==> config.mk <==
export PLATFORM = sky130hd
export DESIGN_NAME = syndrome_node_sync
export DESIGN_NICKNAME = d
export VERILOG_FILES = /design/src/rtl/nsync_pkg.sv /design/src/rtl/nsync_sprt.sv /design/src/rtl/nsync_window.sv /design/src/rtl/nsync_hyp.sv /design/src/rtl/syndrome_node_sync.sv
export SDC_FILE = /design/constraint.sdc
export NUM_CORES = 1
export LEC_CHECK = 0
export ABC_CLOCK_PERIOD_IN_PS = 4300
export BUFFER_PORTS_ARGS = -buffer_cell sky130_fd_sc_hd__buf_2
export CORE_MARGIN = 10
export CORE_UTILIZATION = 35
export DETAILED_ROUTE_END_ITERATION = 10
export PLACE_DENSITY = 0.64
export SYNTH_ARGS = -nofsm -noshare
export SYNTH_HDL_FRONTEND = slang
export SYNTH_SLANG_ARGS = --single-unit
==> constraint.sdc <==
create_clock -name clk -period 4.3 [get_ports clk]
set_input_delay 0.43 -clock clk [delete_from_list [all_inputs] [get_ports clk]]
set_output_delay 0.43 -clock clk [all_outputs]
set_load 0.05 [all_outputs]
==> src/rtl/nsync_pkg.sv <==
package nsync_pkg;

  localparam int RATE_W    = 3;
  localparam int STATE_W   = 3;
  localparam int NUM_RATES = 5;

  typedef enum logic [RATE_W-1:0] {
    RATE_1_2 = 3'd0,
    RATE_2_3 = 3'd1,
    RATE_3_4 = 3'd2,
    RATE_5_6 = 3'd3,
    RATE_7_8 = 3'd4
  } rate_e;

  // highest state index of each rate
  function automatic logic [STATE_W-1:0] last_state(input logic [RATE_W-1:0] r);
    case (r)
      RATE_1_2: last_state = 3'd1;
      RATE_2_3: last_state = 3'd5;
      RATE_3_4: last_state = 3'd3;
      RATE_5_6: last_state = 3'd5;
      default:  last_state = 3'd7;
    endcase
  endfunction

  // built-in decrement for each rate
  function automatic logic [5:0] dflt_dec(input logic [RATE_W-1:0] r);
    case (r)
      RATE_1_2: dflt_dec = 6'd16;
      RATE_2_3: dflt_dec = 6'd10;
      RATE_3_4: dflt_dec = 6'd12;
      RATE_5_6: dflt_dec = 6'd10;
      default:  dflt_dec = 6'd8;
    endcase
  endfunction

  function automatic logic [RATE_W-1:0] sane_rate(input logic [RATE_W-1:0] r);
    sane_rate = (r > RATE_7_8) ? RATE_1_2 : r;
  endfunction

endpackage

==> src/rtl/nsync_sprt.sv <==
module nsync_sprt #(
  parameter int INC   = 32,
  parameter int DEC_W = 6,
  parameter int ACC_W = 15
) (
  input  logic             clk,
  input  logic             rst_n,
  input  logic             bit_en,
  input  logic             bit_val,
  input  logic [DEC_W-1:0] dec_amt,
  input  logic [ACC_W-1:0] thresh,
  input  logic             clear_ext,
  output logic             vote
);

  logic [ACC_W-1:0] acc_q, acc_d, down;
  logic [ACC_W:0]   up;
  logic             acc_en;

  always_comb begin
    up     = {1'b0, acc_q} + (ACC_W+1)'(INC);
    down   = (acc_q > ACC_W'(dec_amt)) ? (acc_q - ACC_W'(dec_amt)) : '0;
    vote   = bit_en & bit_val & (up >= {1'b0, thresh});
    acc_en = bit_en | clear_ext;
    if (clear_ext || vote)
      acc_d = '0;
    else if (bit_val)
      acc_d = up[ACC_W-1:0];
    else
      acc_d = down;
  end

  always_ff @(posedge clk or negedge rst_n) begin
    if (!rst_n)
      acc_q <= '0;
    else if (acc_en)
      acc_q <= acc_d;
  end

  assert_vote_clears_R2: assert property (@(posedge clk) disable iff (!rst_n)
    vote |=> acc_q == '0);
  assert_one_step_R1: assert property (@(posedge clk) disable iff (!rst_n)
    (bit_en && bit_val && !vote && !clear_ext) |=> acc_q == $past(acc_q) + ACC_W'(INC));
  assert_zero_floor_R1: assert property (@(posedge clk) disable iff (!rst_n)
    (bit_en && !bit_val && !clear_ext) |=> acc_q <= $past(acc_q));
  assert_idle_hold_R11: assert property (@(posedge clk) disable iff (!rst_n)
    (!bit_en && !clear_ext) |=> $stable(acc_q));

endmodule

==> src/rtl/nsync_window.sv <==
module nsync_window #(
  parameter int CNT_W = 19
) (
  input  logic             clk,
  input  logic             rst_n,
  input  logic             bit_en,
  input  logic             restart,
  input  logic [CNT_W-1:0] win_len,
  output logic             win_last,
  output logic             locked
);

  logic [CNT_W-1:0] cnt_q, cnt_d;
  logic             lock_q, lock_d, cnt_en;

  always_comb begin
    win_last = bit_en & ~restart & (cnt_q >= win_len - 1'b1);
    cnt_en   = bit_en | restart;
    lock_d   = lock_q;
    if (restart) begin
      cnt_d  = '0;
      lock_d = 1'b0;
    end else if (win_last) begin
      cnt_d  = '0;
      lock_d = 1'b1;
    end else begin
      cnt_d  = cnt_q + 1'b1;
    end
  end

  always_ff @(posedge clk or negedge rst_n) begin
    if (!rst_n) begin
      cnt_q  <= '0;
      lock_q <= 1'b0;
    end else if (cnt_en) begin
      cnt_q  <= cnt_d;
      lock_q <= lock_d;
    end
  end

  assign locked = lock_q;

  assert_restart_unlocks_R7: assert property (@(posedge clk) disable iff (!rst_n)
    restart |=> (!locked && cnt_q == '0));
  assert_window_locks_R6: assert property (@(posedge clk) disable iff (!rst_n)
    win_last |=> locked);
  assert_lock_holds_R6: assert property (@(posedge clk) disable iff (!rst_n)
    (locked && !restart) |=> locked);
  assert_idle_count_R11: assert property (@(posedge clk) disable iff (!rst_n)
    (!bit_en && !restart) |=> $stable(cnt_q));

endmodule

==> src/rtl/nsync_hyp.sv <==
module nsync_hyp
  import nsync_pkg::*;
(
  input  logic               clk,
  input  logic               rst_n,
  input  logic               advance,
  input  logic               auto_mode,
  input  logic [RATE_W-1:0]  manual_rate,
  output logic [STATE_W-1:0] state_idx,
  output logic [RATE_W-1:0]  rate,
  output logic               reload
);

  logic [STATE_W-1:0] st_q, st_d;
  logic [RATE_W-1:0]  rate_q, rate_d, man_eff;
  logic               hyp_en;

  always_comb begin
    man_eff = sane_rate(manual_rate);
    reload  = ~auto_mode & (rate_q != man_eff);
    hyp_en  = reload | advance;
    st_d    = st_q;
    rate_d  = rate_q;
    if (reload) begin
      st_d   = '0;
      rate_d = man_eff;
    end else if (advance) begin
      if (st_q >= last_state(rate_q)) begin
        st_d = '0;
        if (auto_mode)
          rate_d = (rate_q >= RATE_7_8) ? RATE_1_2 : rate_q + 1'b1;
      end else begin
        st_d = st_q + 1'b1;
      end
    end
  end

  always_ff @(posedge clk or negedge rst_n) begin
    if (!rst_n) begin
      st_q   <= '0;
      rate_q <= RATE_1_2;
    end else if (hyp_en) begin
      st_q   <= st_d;
      rate_q <= rate_d;
    end
  end

  assign state_idx = st_q;
  assign rate      = rate_q;

  assert_state_range_R8: assert property (@(posedge clk) disable iff (!rst_n)
    (rate_q <= RATE_7_8) && (st_q <= last_state(rate_q)));
  assert_manual_rate_R10: assert property (@(posedge clk) disable iff (!rst_n)
    (advance && !auto_mode && !reload) |=> $stable(rate_q));
  assert_auto_wrap_R9: assert property (@(posedge clk) disable iff (!rst_n)
    (advance && auto_mode && rate_q == RATE_7_8 && st_q == 3'd7)
      |=> (rate_q == RATE_1_2 && st_q == '0));

endmodule

==> src/rtl/syndrome_node_sync.sv <==
module syndrome_node_sync
  import nsync_pkg::*;
#(
  parameter int INC       = 32,
  parameter int DEC_W     = 6,
  parameter int DEC_MAX   = 32,
  parameter int THR_W     = 6,
  parameter int THR_MAX   = 32,
  parameter int THR_DFLT  = 8,
  parameter int THR_SHIFT = 9,
  parameter int TO_W      = 8,
  parameter int TO_DFLT   = 8,
  parameter int TO_SHIFT  = 11
) (
  input  logic               clk,
  input  logic               rst_n,
  input  logic               syn_valid,
  input  logic               syn_bit,
  input  logic [DEC_W-1:0]   dec_reg,
  input  logic [THR_W-1:0]   thr_reg,
  input  logic [TO_W-1:0]    to_reg,
  input  logic               dec_own,
  input  logic               thr_own,
  input  logic               to_own,
  input  logic               auto_rate,
  input  logic [RATE_W-1:0]  manual_rate,
  output logic [STATE_W-1:0] sync_state,
  output logic [RATE_W-1:0]  code_rate,
  output logic               rotate,
  output logic               locked
);

  localparam int ACC_W = $clog2(THR_MAX) + THR_SHIFT + 1;
  localparam int CNT_W = TO_W + TO_SHIFT;
  localparam logic [DEC_W-1:0] DEC_MAX_V  = DEC_W'(DEC_MAX);
  localparam logic [THR_W-1:0] THR_MAX_V  = THR_W'(THR_MAX);
  localparam logic [THR_W-1:0] THR_DFLT_V = THR_W'(THR_DFLT);
  localparam logic [TO_W-1:0]  TO_DFLT_V  = TO_W'(TO_DFLT);

  logic [DEC_W-1:0] dec_amt;
  logic [THR_W-1:0] thr_units;
  logic [TO_W-1:0]  to_units;
  logic [ACC_W-1:0] thresh;
  logic [CNT_W-1:0] win_len;
  logic             vote, reload, win_last, restart;

  // effective tuning values
  always_comb begin
    if (dec_own)
      dec_amt = (dec_reg > DEC_MAX_V) ? DEC_MAX_V : dec_reg;
    else
      dec_amt = DEC_W'(dflt_dec(code_rate));

    if (!thr_own)
      thr_units = THR_DFLT_V;
    else if (thr_reg == '0)
      thr_units = THR_W'(1);
    else if (thr_reg > THR_MAX_V)
      thr_units = THR_MAX_V;
    else
      thr_units = thr_reg;

    if (!to_own)
      to_units = TO_DFLT_V;
    else if (to_reg == '0)
      to_units = TO_W'(1);
    else
      to_units = to_reg;

    thresh  = ACC_W'(thr_units) << THR_SHIFT;
    win_len = CNT_W'(to_units) << TO_SHIFT;
    restart = vote | reload;
  end

  nsync_sprt #(.INC(INC), .DEC_W(DEC_W), .ACC_W(ACC_W)) u_sprt (
    .clk       (clk),
    .rst_n     (rst_n),
    .bit_en    (syn_valid),
    .bit_val   (syn_bit),
    .dec_amt   (dec_amt),
    .thresh    (thresh),
    .clear_ext (win_last | reload),
    .vote      (vote)
  );

  nsync_window #(.CNT_W(CNT_W)) u_window (
    .clk      (clk),
    .rst_n    (rst_n),
    .bit_en   (syn_valid),
    .restart  (restart),
    .win_len  (win_len),
    .win_last (win_last),
    .locked   (locked)
  );

  nsync_hyp u_hyp (
    .clk         (clk),
    .rst_n       (rst_n),
    .advance     (vote),
    .auto_mode   (auto_rate),
    .manual_rate (manual_rate),
    .state_idx   (sync_state),
    .rate        (code_rate),
    .reload      (reload)
  );

  assign rotate = sync_state[0];

  assert_change_unlocks_R7: assert property (@(posedge clk) disable iff (!rst_n)
    (sync_state != $past(sync_state) || code_rate != $past(code_rate)) |-> !locked);

endmodule

==> flow_summary.ini, run 1 <==
[status]
status = complete, no violations

[sta]
period_needed_ps = 3418
drv_slew = 0
finClkSkew_ps = 5.701
fmax_ghz = 0.2926
worst_pin_slew_ps = 946.2
post-route-period-util = 0.7949
rsz0062_at_grt = no
max_slew_margin = 0.3692
tns_ps = 0
setup_violations = 0
hold_violations = 0

[floorplan]
core_area_um2 = 9684
die_area_um2 = 14220
io-pin-count = 39
die-height_um = 119.2
start_util = 0.3559
die_w_um = 119.2
row_count = 36

[critical_path]
endpoint_kind = register
slowest_stage = or4_1
startpoint_type = primary input
max_stage_delay_ps = 520
worstPathRequired_ps = 4480
cp.arrival_ps = 3600
crit_type = in -> reg
crit_fanout = 16
path_common_cell = nand2_1
ff2ff_setup_slack_ps = 1050
cp_cell_sequence = buf_2 -> nor4_1 -> nand2_1 -> o21bai_1 -> nand2_1 -> ha_1 -> nand2_1 -> xnor2_1 -> nand2_1 -> ha_1 -> a22oi_1 -> or4_1 -> a21oi_1 -> nand2_1 -> nand2_1 -> buf_4 -> nor2_1

[yosys]
synthTopCellsByArea = dfrtp_1 (30%), ha_1 (11%), xnor2_1 (6.9%), nor2_1 (5.1%), nand2_1 (3.9%)
yosysTopAreaCell = dfrtp_1
synth_most_common_cell = nor2_1
netlist_area_um2 = 3447
yosysUniqueCellTypes = 64
synth_top_cell_area_share = 0.2976
yosys_warnings = 0
postSynthAreaPerCell_um2 = 8.575
syn_nets = 463
synth-async-reset-ratio = 1.000
netlist_instances = 402
ys.flop_type = dfrtp_1
synth_enable_flop_cells = 0
synthTopCellsByCount = nor2_1 (47), dfrtp_1 (41), nand2_1 (36), ha_1 (29), xnor2_1 (27)
synth_seq_cells = 41
ys_seq_area_frac = 0.2976

[global_routing]
grt_overflow = 0
grt_pass1_wl_mm = 14.35
grt_usage = 0.1177
grt_antenna_before_repair = 0
grt_max_degree = 42
grt_pass1_vias = 3063

[power]
vdd_drop_max_mv = 0.2356
leakage_nw = 1.686
power_mw = 2.044
p_per_area_nw_per_um2 = 533.7

[job]
max-cap-violations = 0

[placement]
hpwl_mm = 6.194
port_buffers = 38
gp_congestion = 0.8793

[cts]
insertion_delay_ps = 300
cts_tree = done
htree_levels = 2
clock-sinks = 41
cts_buffers = 5
ctsResizeCount = 0
path_clk_slew_ps = 80
ctsHoldBuffers = 0
post_cts_buffers = 0
cts-root-buf = clkbuf_8
cts_buffer_depth = 2

[final_layout]
post-route-util = 0.3955
syn2layout_area_growth_pct = 11.11
diodes = 0
drive_above_1_share = 0.1445
nets = 496
nFillCells = 979

[detailed_routing]
dr.pass1.iters = 4
drt_iter0_drc = 141
num_vias = 3028
wirelength_mm = 8.274
drc = 0
avgRoutedWirePerCell_um = 14.54
viasPerCell = 5.322
ant_nets = 0

[worst_hold_path]
hold_path.class = in -> async
-- worst max-delay path: cells and delay by family --
| family | cells | cell delay, ps |
|---|---|---|
| simple gates | 9 | 1610 |
| buf+inv | 2 | 370 |
| fa+ha+maj | 2 | 550 |
| compound gates | 3 | 520 |
| xor+xnor | 1 | 120 |
-- area by class of cell --
class                   instances  area [um2]  area share
clock buffers                   6       72.57     0.01895
clock inverters                 2       10.01    0.002614
inverters                      22       82.58     0.02156
multi-input cells             326        2275      0.5939
flip-flops and latches         41        1026      0.2679
well taps                     133       166.4     0.04345
repair buffers                 39       197.7     0.05162
-- state kept, by name (all words and copies together) (netlist names) --
signal and count:
u_hyp.rate 3, u_sprt.acc_q 15, u_window.cnt_q 19, u_hyp.state_idx 3
u_window.locked 1
-- cells by family after synthesis --
| kind of cell | count (synthesis) | share of synthesized area |
|---|---|---|
| simple gates | 170 | 0.2610 |
| compound gates | 82 | 0.1742 |
| xor+xnor | 41 | 0.1042 |
| flops | 41 | 0.2976 |
| buf+inv | 35 | 0.04247 |
| fa+ha+maj | 30 | 0.1111 |
| mux | 3 | 0.009437 |
-- layout by cell type, fill, tap and decap left out, types with 7 or more instances in the layout --
| cell | synthesis | routed |
|---|---|---|
| inv_1 | 22 | 22 |
| nand3_1 | 13 | 13 |
| nand2b_1 | 7 | 7 |
| o32ai_1 | 8 | 8 |
| and3_1 | 7 | 7 |
| buf_2 | 3 | 38 |
| xnor2_1 | 27 | 27 |
| ha_1 | 29 | 29 |
| a21oi_1 | 26 | 26 |
| nand2_1 | 36 | 36 |
| nor3_1 | 18 | 18 |
| o21ai_0 | 7 | 7 |
| xor2_1 | 14 | 14 |
| dfrtp_1 | 41 | 41 |
| nor2_1 | 47 | 47 |
-- per-layer routing --
layer | GRT usage | wire length, um | up-vias
met5 | 0 | 0 | -
met4 | 0.03588 | 87 | 0
met1 | 0.1530 | 4003 | 1471
li1 | - | - | 1504
met2 | 0.1967 | 3937 | 45
met3 | 0.01701 | 246 | 8
-- report_power, final --
group          total, mW  switching (mW)  internal, mW
combinational       1.23           0.711         0.515
sequential         0.569           0.112         0.456
clock              0.250           0.137         0.113
-- final timing paths --
check	end	start	cells after the start
max	u_sprt.acc_q[0]	to_reg[1]	17
min	u_hyp.rate[1]	rst_n	1
max reg2reg	u_sprt.acc_q[8]	u_sprt.acc_q[5]	12
min reg2reg	u_window.locked	u_window.locked	2
max in group asynchronous	u_window.cnt_q[9]	rst_n	1
min in group clk	u_hyp.rate[1]	manual_rate[1]	2
-- metrics by stage --
stage / cell area [um2] / worst slack (ps) / hold WS [ps] / instances
floorplan: 3447 / 1177 / 134.4 / 402
global placement: 3747 / 781.2 / 523.4 / 561
detailed placement: 3747 / 592.5 / 530.3 / 561
CTS: 3830 / 893.1 / 327.5 / 569
global route: 3830 / 594.6 / 355.6 / 569
finish: 3830 / 881.8 / 276.3 / 569
(Power assumes the default switching activity.)
==> inputs of run 2 (changes only) <==
Settings changed: ABC_CLOCK_PERIOD_IN_PS 4300 to 2950, PLACE_DENSITY 0.64 to 0.66.
Clock period 4.3 ns to 2.95 ns, I/O delays scaled along.
==> flow_summary.ini, run 2 (synthesized netlist as in run 1, its figures left out) <==
[cts]
clock-sinks = 41
cts-root-buf = clkbuf_8
ctsHoldBuffers = 0
cts_tree = done
cts_buffers = 5
cts_buffer_depth = 2
path_clk_slew_ps = 90
insertion_delay_ps = 300
htree_levels = 2

[final_layout]
largest_reg_flops = 19
drive_above_1_share = 0.3202
largest-register = u_window.cnt_q
nFillCells = 916
syn2layout_area_growth_pct = 30.42
nets = 541
layout_commonest_cell = nor2_1
biggestRegsByFlops = u_window.cnt_q x19, u_sprt.acc_q x15
fin_area_um2 = 4496
diodes = 0
final_cell_mix = nor2_1 (43), buf_4 (39), dfrtp_1 (38)

[status]
status = complete, no violations

[global_routing]
grt_usage = 0.1266
grt_max_degree = 42
grt_pass1_vias = 3300
grt_pass1_wl_mm = 15.55
grt_overflow = 0
grt_antenna_before_repair = 0

[sta]
period_needed_ps = 2886
tns_ps = 0
fmax_ghz = 0.3464
max_slew_margin = 0.3424
finClkSkew_ps = 7.487
post-route-period-util = 0.9785
setup_violations = 0
hold_violations = 0
whs_ps = 134.2
worst_pin_slew_ps = 986.5
drv_slew = 0

[placement]
hpwl_mm = 6.749
gp_congestion = 0.8251
port_buffers = 38
placed_cell_area_um2 = 4000

[worst_hold_path]
hold_path.class = in -> async

[power]
power_mw = 3.548
vdd_drop_max_mv = 0.3523
leakage_nw = 1.977
p_per_area_nw_per_um2 = 789.2

[critical_path]
path_common_cell = nand2_2
r2r_cells = 10
cp-endpoint = u_window.cnt_q[6]
cp_cell_sequence = buf_2 -> nor4_2 -> nand2_1 -> o21bai_1 -> nand2_1 -> ha_2 -> nand2_2 -> xnor2_2 -> nand2_2 -> ha_4 -> a22oi_1 -> or4_4 -> a21oi_4 -> nand2_2 -> nand2_4 -> clkbuf_16 -> nor2_1
endpoint_kind = register
critical_path_depth = 17
critPathTopFamily = simple AND/OR/NAND/NOR gates
crit_type = in -> reg
startpoint_type = primary input
r2r-end = u_sprt.acc_q[11]
cp.arrival_ps = 3080
path_buf_inv = 2
crit_fanout = 8
worstPathRequired_ps = 3140
max_stage_delay_ps = 560
startpoint = to_reg[4]
slowest_stage = or4_4
ff2ff_setup_slack_ps = 140
r2r_start = u_hyp.rate[2]

[detailed_routing]
viasPerCell = 5.280
ant_nets = 0
dr.pass1.iters = 4
wirelength_mm = 9.441
num_vias = 3242
drc = 0
avgRoutedWirePerCell_um = 15.38
drt_iter0_drc = 139

[floorplan]
die-height_um = 119.2
die_w_um = 119.2
start_util = 0.3559
row_count = 36
core_area_um2 = 9684
die_area_um2 = 14220
io-pin-count = 39

[job]
max-cap-violations = 0
==> run 2: cell count changes in the layout (fill, tap and decap cells not counted), moves of 3 or more <==
cell	change
xnor2_1	-3
dfrtp_2	+3
buf_6	+6
ha_2	+4
ha_1	-7
nand2_2	+4
xnor2_2	+3
buf_4	+38
inv_1	-3
nand2_1	-6
ha_4	+3
a21oi_1	-3
dfrtp_1	-3
nor2_1	-4
==> run 2: cell type report <==
| type | count | area (um2) | share of cell area |
|---|---|---|---|
| clock buffers | 6 | 82.58 | 0.01837 |
| clock inverters | 2 | 13.76 | 0.003062 |
| inverters | 22 | 85.08 | 0.01893 |
| multi-input cells | 326 | 2527 | 0.5622 |
| flip-flops and latches | 41 | 1030 | 0.2291 |
| well taps | 133 | 166.4 | 0.03702 |
| repair buffers | 84 | 590.6 | 0.1314 |
==> run 2: stage by stage <==
step,worst slack [ps],util,instances
3_5_place_dp,-404.9,0.4130,592
2_1_floorplan,6.392,-,402
5_1_grt,-129.3,0.4642,614
6_report,63.55,0.4642,614
4_1_cts,17.17,0.4274,603
3_3_place_gp,-355.5,0.4130,592
==> run 2: repair_timing <==
action	CTS	global route
endpoints found under the setup margin	9	40
pin swaps	1	19
setup buffers	3	10
cloned	0	1
resized for setup	4	57
==> run 2: worst register-to-register path: stages (launching register included) <==
cell and delay [ps]:
dfrtp_2 510, nor3_1 100, a31oi_1 320, ha_1 350, nand2b_1 120, a21oi_1 100, o41a_1 350, nor3_1 160
mux2_2 360, o2111ai_1 210, a21oi_1 90
==> run 2: metal layers <==
| layer | GRT usage | vias up | share of wire |
|---|---|---|---|
| li1 | - | 1593 | - |
| met1 | 0.1673 | 1567 | 0.46 |
| met2 | 0.2061 | 72 | 0.48 |
| met3 | 0.02504 | 10 | 0.049 |
| met4 | 0.03282 | 0 | 0.013 |
| met5 | 0 | - | 0 |
==> run 2: power by group <==
group	internal, mW	leakage, nW	switching [mW]	total, mW
Combinational	1.11	1.37	1.23	2.34
Clock	0.190	0.0512	0.223	0.413
Sequential	0.667	0.557	0.131	0.798
==> run 2: worst min-delay path by stage <==
| stage | end | depth (start not counted) | start | slack [ps] |
|---|---|---|---|---|
| after detailed placement | u_window.cnt_q[0] | 1 | rst_n | 500 |
| after CTS | u_window.cnt_q[0] | 1 | rst_n | 180 |
| after floorplan | u_hyp.rate[0] | 0 | rst_n | -0.6 |
| after global placement | u_window.cnt_q[13] | 1 | rst_n | 480 |
| after global routing | u_window.cnt_q[13] | 1 | rst_n | 210 |
| final | u_window.cnt_q[13] | 1 | rst_n | 130 |
